<file path="src/rtl/pau_pkg.sv">
package pau_pkg;
    typedef enum logic [1:0] {
        PSEL_IDX_X = 2'd0,
        PSEL_IDX_Y = 2'd1,
        PSEL_STACK = 2'd2,
        PSEL_REGP  = 2'd3
    } ptr_sel_e;

    localparam int MASK_PAGE = 2;
    localparam int MASK_HI   = 1;
    localparam int MASK_LO   = 0;
endpackage

</file>
<file path="src/rtl/pau_index_reg.sv">
module pau_index_reg #(
    parameter int PAGE_W = 4,
    parameter int OFF_W  = 8,
    localparam int REG_W = PAGE_W + OFF_W
) (
    input  logic             clk,
    input  logic             rst,
    input  logic [2:0]       ld_mask,
    input  logic [REG_W-1:0] ld_data,
    input  logic             inc,
    input  logic             inc_by2,
    output logic [REG_W-1:0] q
);
    import pau_pkg::*;
    localparam int NIB_W = OFF_W / 2;

    logic [PAGE_W-1:0] page_q;
    logic [NIB_W-1:0]  hi_q, lo_q;
    logic [OFF_W-1:0]  off_next;

    always_comb begin
        off_next = {hi_q, lo_q} + (inc_by2 ? OFF_W'(2) : OFF_W'(1));
    end

    always_ff @(posedge clk) begin
        if (rst) begin
            page_q <= '0;
            hi_q   <= '0;
            lo_q   <= '0;
        end else if (|ld_mask) begin
            if (ld_mask[MASK_PAGE]) page_q <= ld_data[REG_W-1:OFF_W];
            if (ld_mask[MASK_HI])   hi_q   <= ld_data[OFF_W-1:NIB_W];
            if (ld_mask[MASK_LO])   lo_q   <= ld_data[NIB_W-1:0];
        end else if (inc) begin
            {hi_q, lo_q} <= off_next;
        end
    end

    assign q = {page_q, hi_q, lo_q};
endmodule

</file>
<file path="src/rtl/pau_stack_ptr.sv">
module pau_stack_ptr #(
    parameter int SP_W = 8
) (
    input  logic            clk,
    input  logic            rst,
    input  logic            ld,
    input  logic [SP_W-1:0] ld_val,
    input  logic            dec,
    input  logic            inc,
    output logic [SP_W-1:0] q,
    output logic [SP_W-1:0] acc
);
    logic [SP_W-1:0] sp_q;
    logic [SP_W-1:0] sp_minus;

    assign sp_minus = sp_q - SP_W'(1);

    always_ff @(posedge clk) begin
        if (rst)      sp_q <= '0;
        else if (ld)  sp_q <= ld_val;
        else if (dec) sp_q <= sp_minus;
        else if (inc) sp_q <= sp_q + SP_W'(1);
    end

    assign q   = sp_q;
    assign acc = (dec && !ld) ? sp_minus : sp_q;
endmodule

</file>
<file path="src/rtl/paged_addr_unit.sv">
module paged_addr_unit #(
    parameter int PAGE_W = 4,
    parameter int OFF_W  = 8,
    parameter int RP_W   = 4,
    localparam int ADDR_W = PAGE_W + OFF_W
) (
    input  logic              clk,
    input  logic              rst,
    input  logic [1:0]        sel,
    input  logic [ADDR_W-1:0] ld_data,
    input  logic [2:0]        x_ld_mask,
    input  logic [2:0]        y_ld_mask,
    input  logic              x_inc,
    input  logic              y_inc,
    input  logic              inc_by2,
    input  logic              sp_ld,
    input  logic              sp_dec,
    input  logic              sp_inc,
    input  logic              rp_ld,
    output logic [ADDR_W-1:0] addr
);
    import pau_pkg::*;

    logic [ADDR_W-1:0] x_val, y_val;
    logic [OFF_W-1:0]  sp_val, sp_acc;
    logic [RP_W-1:0]   rp_val;
    ptr_sel_e          sel_e;

    pau_index_reg #(.PAGE_W(PAGE_W), .OFF_W(OFF_W)) u_ix (
        .clk(clk), .rst(rst), .ld_mask(x_ld_mask), .ld_data(ld_data),
        .inc(x_inc), .inc_by2(inc_by2), .q(x_val)
    );

    pau_index_reg #(.PAGE_W(PAGE_W), .OFF_W(OFF_W)) u_iy (
        .clk(clk), .rst(rst), .ld_mask(y_ld_mask), .ld_data(ld_data),
        .inc(y_inc), .inc_by2(inc_by2), .q(y_val)
    );

    pau_stack_ptr #(.SP_W(OFF_W)) u_sp (
        .clk(clk), .rst(rst), .ld(sp_ld), .ld_val(ld_data[OFF_W-1:0]),
        .dec(sp_dec), .inc(sp_inc), .q(sp_val), .acc(sp_acc)
    );

    always_ff @(posedge clk) begin
        if (rst)        rp_val <= '0;
        else if (rp_ld) rp_val <= ld_data[RP_W-1:0];
    end

    assign sel_e = ptr_sel_e'(sel);

    always_comb begin
        unique case (sel_e)
            PSEL_IDX_X: addr = x_val;
            PSEL_IDX_Y: addr = y_val;
            PSEL_STACK: addr = {{PAGE_W{1'b0}}, sp_acc};
            PSEL_REGP:  addr = {{(ADDR_W-RP_W){1'b0}}, rp_val};
            default:    addr = '0;
        endcase
    end
endmodule

</file>
<file path="config.mk">
export PLATFORM = sky130hd
export DESIGN_NAME = paged_addr_unit
export DESIGN_NICKNAME = d
export VERILOG_FILES = /design/src/rtl/pau_pkg.sv /design/src/rtl/pau_index_reg.sv /design/src/rtl/pau_stack_ptr.sv /design/src/rtl/paged_addr_unit.sv
export SDC_FILE = /design/constraint.sdc
export NUM_CORES = 1
export LEC_CHECK = 0
export BUFFER_PORTS_ARGS = -buffer_cell sky130_fd_sc_hd__buf_2
export CORE_ASPECT_RATIO = 0.5
export CORE_MARGIN = 1
export CORE_UTILIZATION = 56
export DETAILED_ROUTE_END_ITERATION = 10
export GPL_ROUTABILITY_DRIVEN = 0
export GPL_TIMING_DRIVEN = 0
export PLACE_DENSITY = 0.86
export SYNTH_ARGS = -nofsm -noshare
export SYNTH_HDL_FRONTEND = slang
export SYNTH_SLANG_ARGS = --single-unit
</file>
<file path="constraint.sdc">
create_clock -name clk -period 2.5 [get_ports clk]
set_clock_uncertainty 0.15 [all_clocks]
set_input_delay 0.375 -clock clk [delete_from_list [all_inputs] [get_ports clk]]
set_output_delay 0.375 -clock clk [all_outputs]
set_load 0.1 [all_outputs]
</file>
Word level (Yosys, flattened, before mapping). Cells that the tools add are included.

Reduce and logical (&&, ||, !) cells: 14. Equal/unequal tests: 7. Add/subtract/negate cells: 4. Mux-type cells: 18.

Operators with widths (count): 4-bit two-way mux (12); 12-bit one-hot mux with 4 select lines (1); 8-bit two-way mux (4); 8-bit adder (2); 2-bit AND reduction (6); 8-bit by 1-bit adder with 8-bit output, second input constant (1); 2-bit != test, second input constant (4); 8-bit by 1-bit subtractor with 8-bit output, second input constant (1); 3-bit OR reduction (2); 2-bit equality test, second input constant (2); 2-bit nonzero test (2); 3-bit nonzero test (1); 2-bit by 1-bit equality test with 1-bit output, second input constant (1); 2-bit zero test (1); 2-bit two-way mux (1); 1-bit logical AND (1); 1-bit zero test (1).

Output and inout port bits: 12. Logic and storage cells: 51. Bits in registers: 36. Input bits: 29.

Logic depth before layout (Yosys ltp). Gate-level depths: netlist (run 1).

Word-level depth: 4. Gate-level depth with buffers: 8.

Cells and area by module. From an unflattened synthesis (run 1), not the netlist that was laid out.

Cell total of the unflattened synthesis: 300. Area, all modules: 2608.8 um^2.

Modules (own cells, without submodules): pau_stack_ptr (times used 1, cells each 103, area an instance 814.5 um^2); pau_index_reg at u_ix (times used 1, cells each 80, area an instance 711.9 um^2); pau_index_reg at u_iy (times used 1, cells each 81, area an instance 686.9 um^2); paged_addr_unit (times used 1, cells each 36, area an instance 395.4 um^2).

Least setup slack after synthesis (run 1). Ideal clock, no wire load.

Path kind: input -> output. From: in sp_dec. To: out addr[7]. Required time: 1975 ps. Cell stages on the path: 7. Setup slack: -1334 ps. Arrival time: 3309 ps. Path through: buf_2 -> nor2b_1 -> buf_2 -> nand4_1 -> xnor2_1 -> mux2i_1 -> o21ai_0.

Longest elaborated chain between the ends: 3.

Ends and longest elaborated chain: start: declaration (line paged_addr_unit.sv:17) `input logic sp_dec,`; 1-bit logical AND (line pau_stack_ptr.sv:26) `assign acc = (dec && !ld) ? sp_minus : sp_q;`; 8-bit two-way mux (line pau_stack_ptr.sv:26); 12-bit one-hot mux with 4 select lines (line paged_addr_unit.sv:52) `unique case (sel_e)`; end: declaration (line paged_addr_unit.sv:20) `output logic [ADDR_W-1:0] addr`.

No other way between the ends.

Worst setup path after layout (run 1).
From: reg u_sp.sp_q[3], in the netlist u_sp.q[3]. To: out addr[7].

Longest elaborated chain between the ends: 3.

Ends and longest elaborated chain: start: declaration (line pau_stack_ptr.sv:13) `logic [SP_W-1:0] sp_q;`; start signal: assignment (line pau_stack_ptr.sv:20) `else if (ld) sp_q <= ld_val;`; start signal: assignment (line pau_stack_ptr.sv:21) `else if (dec) sp_q <= sp_minus;`; start signal: assignment (line pau_stack_ptr.sv:22) `else if (inc) sp_q <= sp_q + SP_W'(1);`; 8-bit by 1-bit subtractor with 8-bit output (line pau_stack_ptr.sv:16) `assign sp_minus = sp_q - SP_W'(1);`; 8-bit two-way mux (line pau_stack_ptr.sv:26); 12-bit one-hot mux with 4 select lines (line paged_addr_unit.sv:52).

No other way between the ends.

==> results of run 1 <==
==> final cells by class <==
cell class              count  area, um^2
multi-input cells         231        1645
clock inverters             2       10.01
fillers                   290        1144
inverters                   9       33.78
well taps                  54       67.56
plain buffers              18       85.08
flip-flops and latches     36       723.2
clock buffers               6       82.58
repair buffers             36       232.7
==> worst max-delay path, stage by stage (launching register included) <==
cell and delay (ns):
dfxtp_1 0.31, buf_2 0.20, nor2_4 0.18, nand4_1 0.14
xnor2_1 0.24, mux2i_1 0.15, o21ai_2 0.16, buf_8 0.21
==> cells by family after synthesis <==
| family | share of synthesized area (%) |
|---|---|
| AND/OR/NAND/NOR | 24.48 |
| XOR/XNOR | 6.159 |
| multiplexers | 13.25 |
| AO/OA/AOI/OAI | 16.77 |
| adder cells (fa/ha/maj) | 4.762 |
| buffers and inverters | 4.761 |
| flip-flops | 29.81 |
==> stage by stage <==
stage | worst slack [ns] | instance area [um^2] | TNS (ns) | instances
6_report | 0.06290 | 2880 | 0 | 392
4_1_cts | -0.009819 | 2831 | -0.009819 | 392
5_1_grt | -0.01118 | 2880 | -0.01118 | 392
3_3_place_gp | -0.002025 | 2683 | -0.002025 | 383
3_5_place_dp | -0.04457 | 2683 | -0.07943 | 383
2_1_floorplan | -0.05739 | 2440 | -0.1532 | 294
==> flip-flops by register name, indices dropped and copies added (netlist names) <==
| register | flops |
|---|---|
| u_sp.q | 8 |
| rp_val | 4 |
| u_ix.hi_q | 4 |
| u_ix.lo_q | 4 |
| u_ix.page_q | 4 |
| u_iy.hi_q | 4 |
| u_iy.lo_q | 4 |
| u_iy.page_q | 4 |
==> final timing paths <==
check,slack (ns),start,to,depth (start not counted)
worst min-delay path,0.18,ld_data[11],u_ix.page_q[3],3
worst max-delay path,0.06,u_sp.q[3],addr[7],7
worst min register to register,0.35,u_ix.page_q[3],u_ix.page_q[3],2
worst max register to register,0.68,u_sp.q[2],u_sp.q[7],6
==> synth_stat cells (3+ instances only) <==
cell type	instances
mux2i_1	23
a211oi_1	4
and2_1	3
nor2b_1	6
ha_1	6
inv_1	9
nand2_1	23
nor3_1	3
nor2_1	50
xnor2_1	11
a21o_1	8
nand4_1	6
a21oi_1	12
dfxtp_1	36
clkbuf_1	11
a311oi_1	5
nand3_1	11
mux4_2	4
buf_2	5
xor2_1	6
o21ai_0	15
==> cells in the final DEF (no fill, tap or decap), types with 3 or more instances in the layout <==
| cell type | count |
|---|---|
| nor2_1 | 45 |
| dfxtp_1 | 34 |
| buf_2 | 32 |
| nand2_1 | 23 |
| mux2i_1 | 23 |
| a21oi_1 | 12 |
| o21ai_0 | 12 |
| xnor2_1 | 11 |
| clkbuf_1 | 10 |
| nand3_1 | 10 |
| inv_1 | 8 |
| a21o_1 | 7 |
| nor2b_1 | 6 |
| buf_4 | 6 |
| xor2_1 | 6 |
| nand4_1 | 6 |
| clkbuf_8 | 6 |
| a311oi_1 | 5 |
| ha_1 | 5 |
| nor2_2 | 4 |
| mux4_2 | 4 |
| o21ai_2 | 3 |
| and2_1 | 3 |
| a211oi_1 | 3 |
| nor3_1 | 3 |
==> repair_timing <==
item	CTS	global route
buffers inserted	1	0
resized for setup	16	14
hold endpoints to repair	0	0
setup endpoints to repair	7	8
pin swaps	1	4
==> report_power, final <==
group	total [uW]	switching [uW]	internal, uW
clock network	450	230	220
registers	665	47.0	617
logic	548	348	199
==> routing by layer <==
metal	share of wire (%)	vias to the layer above
li1	-	1135
met1	42	1113
met2	48	136
met3	8.1	19
met4	1.9	0
met5	0	-
==> reports/qor.txt, run 1 <==
status - completed
Area Growth Syn to Fin - 19.15%
Final #Nets - 374
VDD IR max - 293.7 uV
Mapped Nets - 331
met1 Track Usage GR - 40.59%
Cell Rows - 16
Sink Count - 36
Worst-Margin Slew - 0.6536 ns
Avg Inst Size Synth - 8.222 um^2
die footprint - 4600 um^2
Clock Path Buffers - 2
total CTS buffers - 5
dominant synthesized flop cell - dfxtp_1
number of routed nets with antenna violations - 0
busiest grt layer - met2
Area contributors post-synth - dfxtp_1 (30%), mux2i_1 (9.5%), nor2_1 (7.8%), xnor2_1 (4.0%), mux4_2 (3.7%)
Final Util - 71.58%
Gate Count Post-Synth - 294
Die Height - 48.46 um
Final Hold Viols - 0
clock network latency to the later pin of the worst-skew pair - 0.30 ns
top-area cell type share of the netlist area - 29.81%
1st-iter DRT viols - 248
Slew Viols, Final - 0
cell taking the most area after synthesis - dfxtp_1
ys async rst share - 0%
f_max - 410.3 MHz
CP endpoint kind - output port
Power Total - 1662 uW
Ys Warns - 0
Inserted Diodes - 0
met3 usage - 6.918%
final worst path period share - 97.48%
grt total ovfl - 0
Port Buf Inserts - 35
gr usage total - 31.25%
first-pass GRT wire length - 10.90 mm
Yosys reg bits - 36
Core Box Area - 4024 um^2
Max Fanout on Critical Path - 10
vias in the first global route - 2305
Lkg Pwr - 0.001238 uW
Die W - 94.92 um
routed len/inst - 17.37 um
Pre-antenna DRT Iters - 6
WL final - 6.809 mm
H-tree levels - 2
total of max-cap violations - 0
Slew Limit Headroom - 56.43%
Data arrival, critical path - 1.91 ns
CTS root buf - clkbuf_8
Clock Pin Slew Worst Setup and Hold Paths - 0.07 ns
share of post-route cells with drive strength above 1 - 23.96%
HPWL Detailed - 4.901 mm
DR vias - 2403
IO Count - 41
sequential area share after synthesis - 29.81%
mapped cell area - 2417 um^2
Setup Crit Path Kind - flip-flop to output port
WP data required - 1.98 ns
Via density - 6.130
CTS tree - done
final-report setup violation count - 0
Min Clock Period, post-route - 2.437 ns
Starting Density - 60.07%
Cell variety after synth - 49
Min Hold Slack - 0.1794 ns
hold crit path type - primary input to flip-flop
PD cells - 577.2 nW/um^2
initial antenna violation count - 0
largest net degree at the start of global routing - 12
DRC viols - 0
EDFF count, synth - 0
met2 GRT Util - 50.60%
Worst setup SP type - flip-flop
Post-CTS Hold Buffers - 0
Power figures use the tool's default switching activity.
==> inputs of run 2 (changes only) <==
- PLACE_DENSITY: 0.86 -> 0.78
==> reports/qor.txt, run 2 (same netlist as run 1, synthesis figures left out) <==
CTS root buf - clkbuf_8
commonest non-fill, non-tap cells in the layout - nor2_1 (45), dfxtp_1 (34), buf_2 (33), nand2_1 (23), mux2i_1 (23)
clock network latency to the later pin of the worst-skew pair - 0.29 ns (about the same)
Starting Density - 60.07% (unchanged)
H-tree levels - 2 (unchanged)
vias in the first global route - 2166 (-6.0%)
PD cells - 579.1 nW/um^2 (+0.34%)
RSZ-0062 raised after global routing - no
Slew Limit Headroom - 57.79% (+1.4 points)
HPWL Detailed - 4.713 mm (-3.8%)
placed cell area - 2683 um^2 (unchanged)
1st-iter DRT viols - 109 (-56%)
initial antenna violation count - 0 (unchanged)
Sink Count - 36 (unchanged)
Final #Nets - 376 (+0.53%)
internal power - 1064 uW (+2.6%)
Data arrival, critical path - 1.92 ns (about the same)
Slew Viols, Final - 0 (unchanged)
placed insts - 383 (unchanged)
largest net degree at the start of global routing - 11 (-1)
switching share of power - 36.23% (-1.4 points)
Register-to-Register Setup Slack - 0.68 ns (about the same)
Worst Hold Path EP - u_ix.page_q[3]
Area Growth Syn to Fin - 19.15% (unchanged)
hold crit path type - primary input to flip-flop
share of post-route cells with drive strength above 1 - 24.19% (+0.22 points)
clock group share of total power - 27.7% (+0.6 points)
final-report setup violation count - 0 (unchanged)
Inserted Diodes - 0 (unchanged)
die footprint - 4600 um^2 (unchanged)
Worst Hold Depth - 3 (unchanged)
reg2reg end - u_sp.q[4]
gr usage total - 29.65% (-1.6 points)
Core Box Area - 4024 um^2 (unchanged)
final worst path period share - 97.91% (+0.43 points)
Sequential Power Share - 39.8% (-0.2 points)
Worst-Margin Slew - 0.6332 ns (-0.02037 ns)
Setup Crit Path Kind - flip-flop to output port
Post-CTS Hold Buffers - 0 (unchanged)
total CTS buffers - 5 (unchanged)
reg2reg path depth - 7 (+1)
pre-CTS WS - -0.05215 ns (-0.007575 ns)
Clock Path Buffers - 2 (unchanged)
CP endpoint kind - output port
Psw - 604.3 uW (-3.4%)
final instance area - 2880 um^2 (unchanged)
DRC viols - 0 (unchanged)
CTS tree - done
Die W - 94.92 um (unchanged)
Final WS setup - 0.05219 ns (-0.01071 ns)
Die Height - 48.46 um (unchanged)
number of routed nets with antenna violations - 0 (unchanged)
Combinational Power Share - 32.6% (-0.4 points)
number of flip-flops in the largest register - 8 (unchanged)
Lkg Pwr - 0.001244 uW (+0.47%)
Clock Pin Slew Worst Setup and Hold Paths - 0.07 ns (about the same)
Worst setup SP type - flip-flop
commonest non-fill, non-tap cell in the layout - nor2_1
Max Fanout on Critical Path - 8 (-2)
DR vias - 2344 (-2.5%)
Port Buf Inserts - 35 (unchanged)
Via density - 5.964 (-2.7%)
status - completed
Cell Rows - 16 (unchanged)
IO Count - 41 (unchanged)
total of max-cap violations - 0 (unchanged)
final std cells w/o fill - 393 (+0.26%)
worst min-delay path startpoint - ld_data[11]
grt total ovfl - 0 (unchanged)
Pre-antenna DRT Iters - 4 (-2)
WL final - 6.337 mm (-6.9%)
WP data required - 1.98 ns (about the same)
Min Clock Period, post-route - 2.448 ns (+0.01071 ns)
first-pass GRT wire length - 10.39 mm (-4.6%)
routed len/inst - 16.12 um (-7.2%)
VDD IR max - 347.7 uV (+18%)
f_max - 408.5 MHz (-0.44%)
Final Hold Viols - 0 (unchanged)
worst reg2reg startpoint - u_sp.q[0]
-- run 2: cell count changes in the layout (fill, tap and decap cells not counted), sizes merged --
cell	change
buf	+2
clkbuf	+1
clkinv	-2
-- run 2: per-layer routing --
metal | routed length [um] | GRT usage [%] | part of all wire, %
met1 | 3015 | 42.43 | 48
met2 | 2811 | 46.28 | 44
met3 | 441 | 6.289 | 7.0
met4 | 68 | 5.808 | 1.1
met5 | 0 | 0 | 0
-- run 2: worst max-delay path, cell delays in order, from the launching register on --
cell and delay (ns):
dfxtp_1 0.31, buf_6 0.14, nor3_4 0.19, nand2_1 0.11
xnor2_1 0.16, mux4_2 0.48, buf_4 0.25
-- run 2: cell type report --
type                            instances  area, um^2
Buffer                                 18       85.08
Clock buffer                            7       96.34
Fill cell                             310        1144
Inverter                                9       33.78
Multi-Input combinational cell        231        1638
Sequential cell                        36       723.2
Tap cell                               54       67.56
Timing Repair Buffer                   38       236.5
-- run 2: power groups by stage --
stage | combinational, uW | sequential, uW | clock [uW]
CTS | 529 | 660 | 460
detailed placement | 491 | 673 | 0
floorplan | 390 | 659 | 0
global route | 579 | 667 | 487
finish | 543 | 663 | 462
global placement | 479 | 670 | 0
-- run 2: per-stage QoR --
step                      setup TNS, ns  total power, uW  util (%)  hold slack [ns]
after floorplan                 -0.1532             1048         -           0.3048
after global placement        -0.003957             1149     66.67           0.3205
after detailed placement        -0.1956             1164     66.67           0.3360
after CTS                             0             1649     71.02           0.1901
after global routing                  0             1733     71.58           0.2040
final                                 0             1668     71.58           0.1893
-- run 2: worst max path at each step --
| stage | start | end | slack (ns) | depth (start not counted) |
|---|---|---|---|---|
| floorplan | sp_dec | addr[7] | -0.06 | 7 |
| CTS | u_sp.q[4] | addr[7] | 0.002 | 7 |
| global route | u_sp.q[2] | addr[3] | 0.003 | 6 |
| global placement | u_sp.q[0] | addr[4] | -0.004 | 8 |
| detailed placement | sel[0] | addr[7] | -0.05 | 6 |
| finish | u_sp.q[2] | addr[3] | 0.05 | 6 |
-- run 2: timing repair --
item / CTS / global route
endpoints found under the setup margin: 7 / 8
resized for setup: 15 / 12
buffers inserted: 3 / 0
pin swaps: 2 / 1
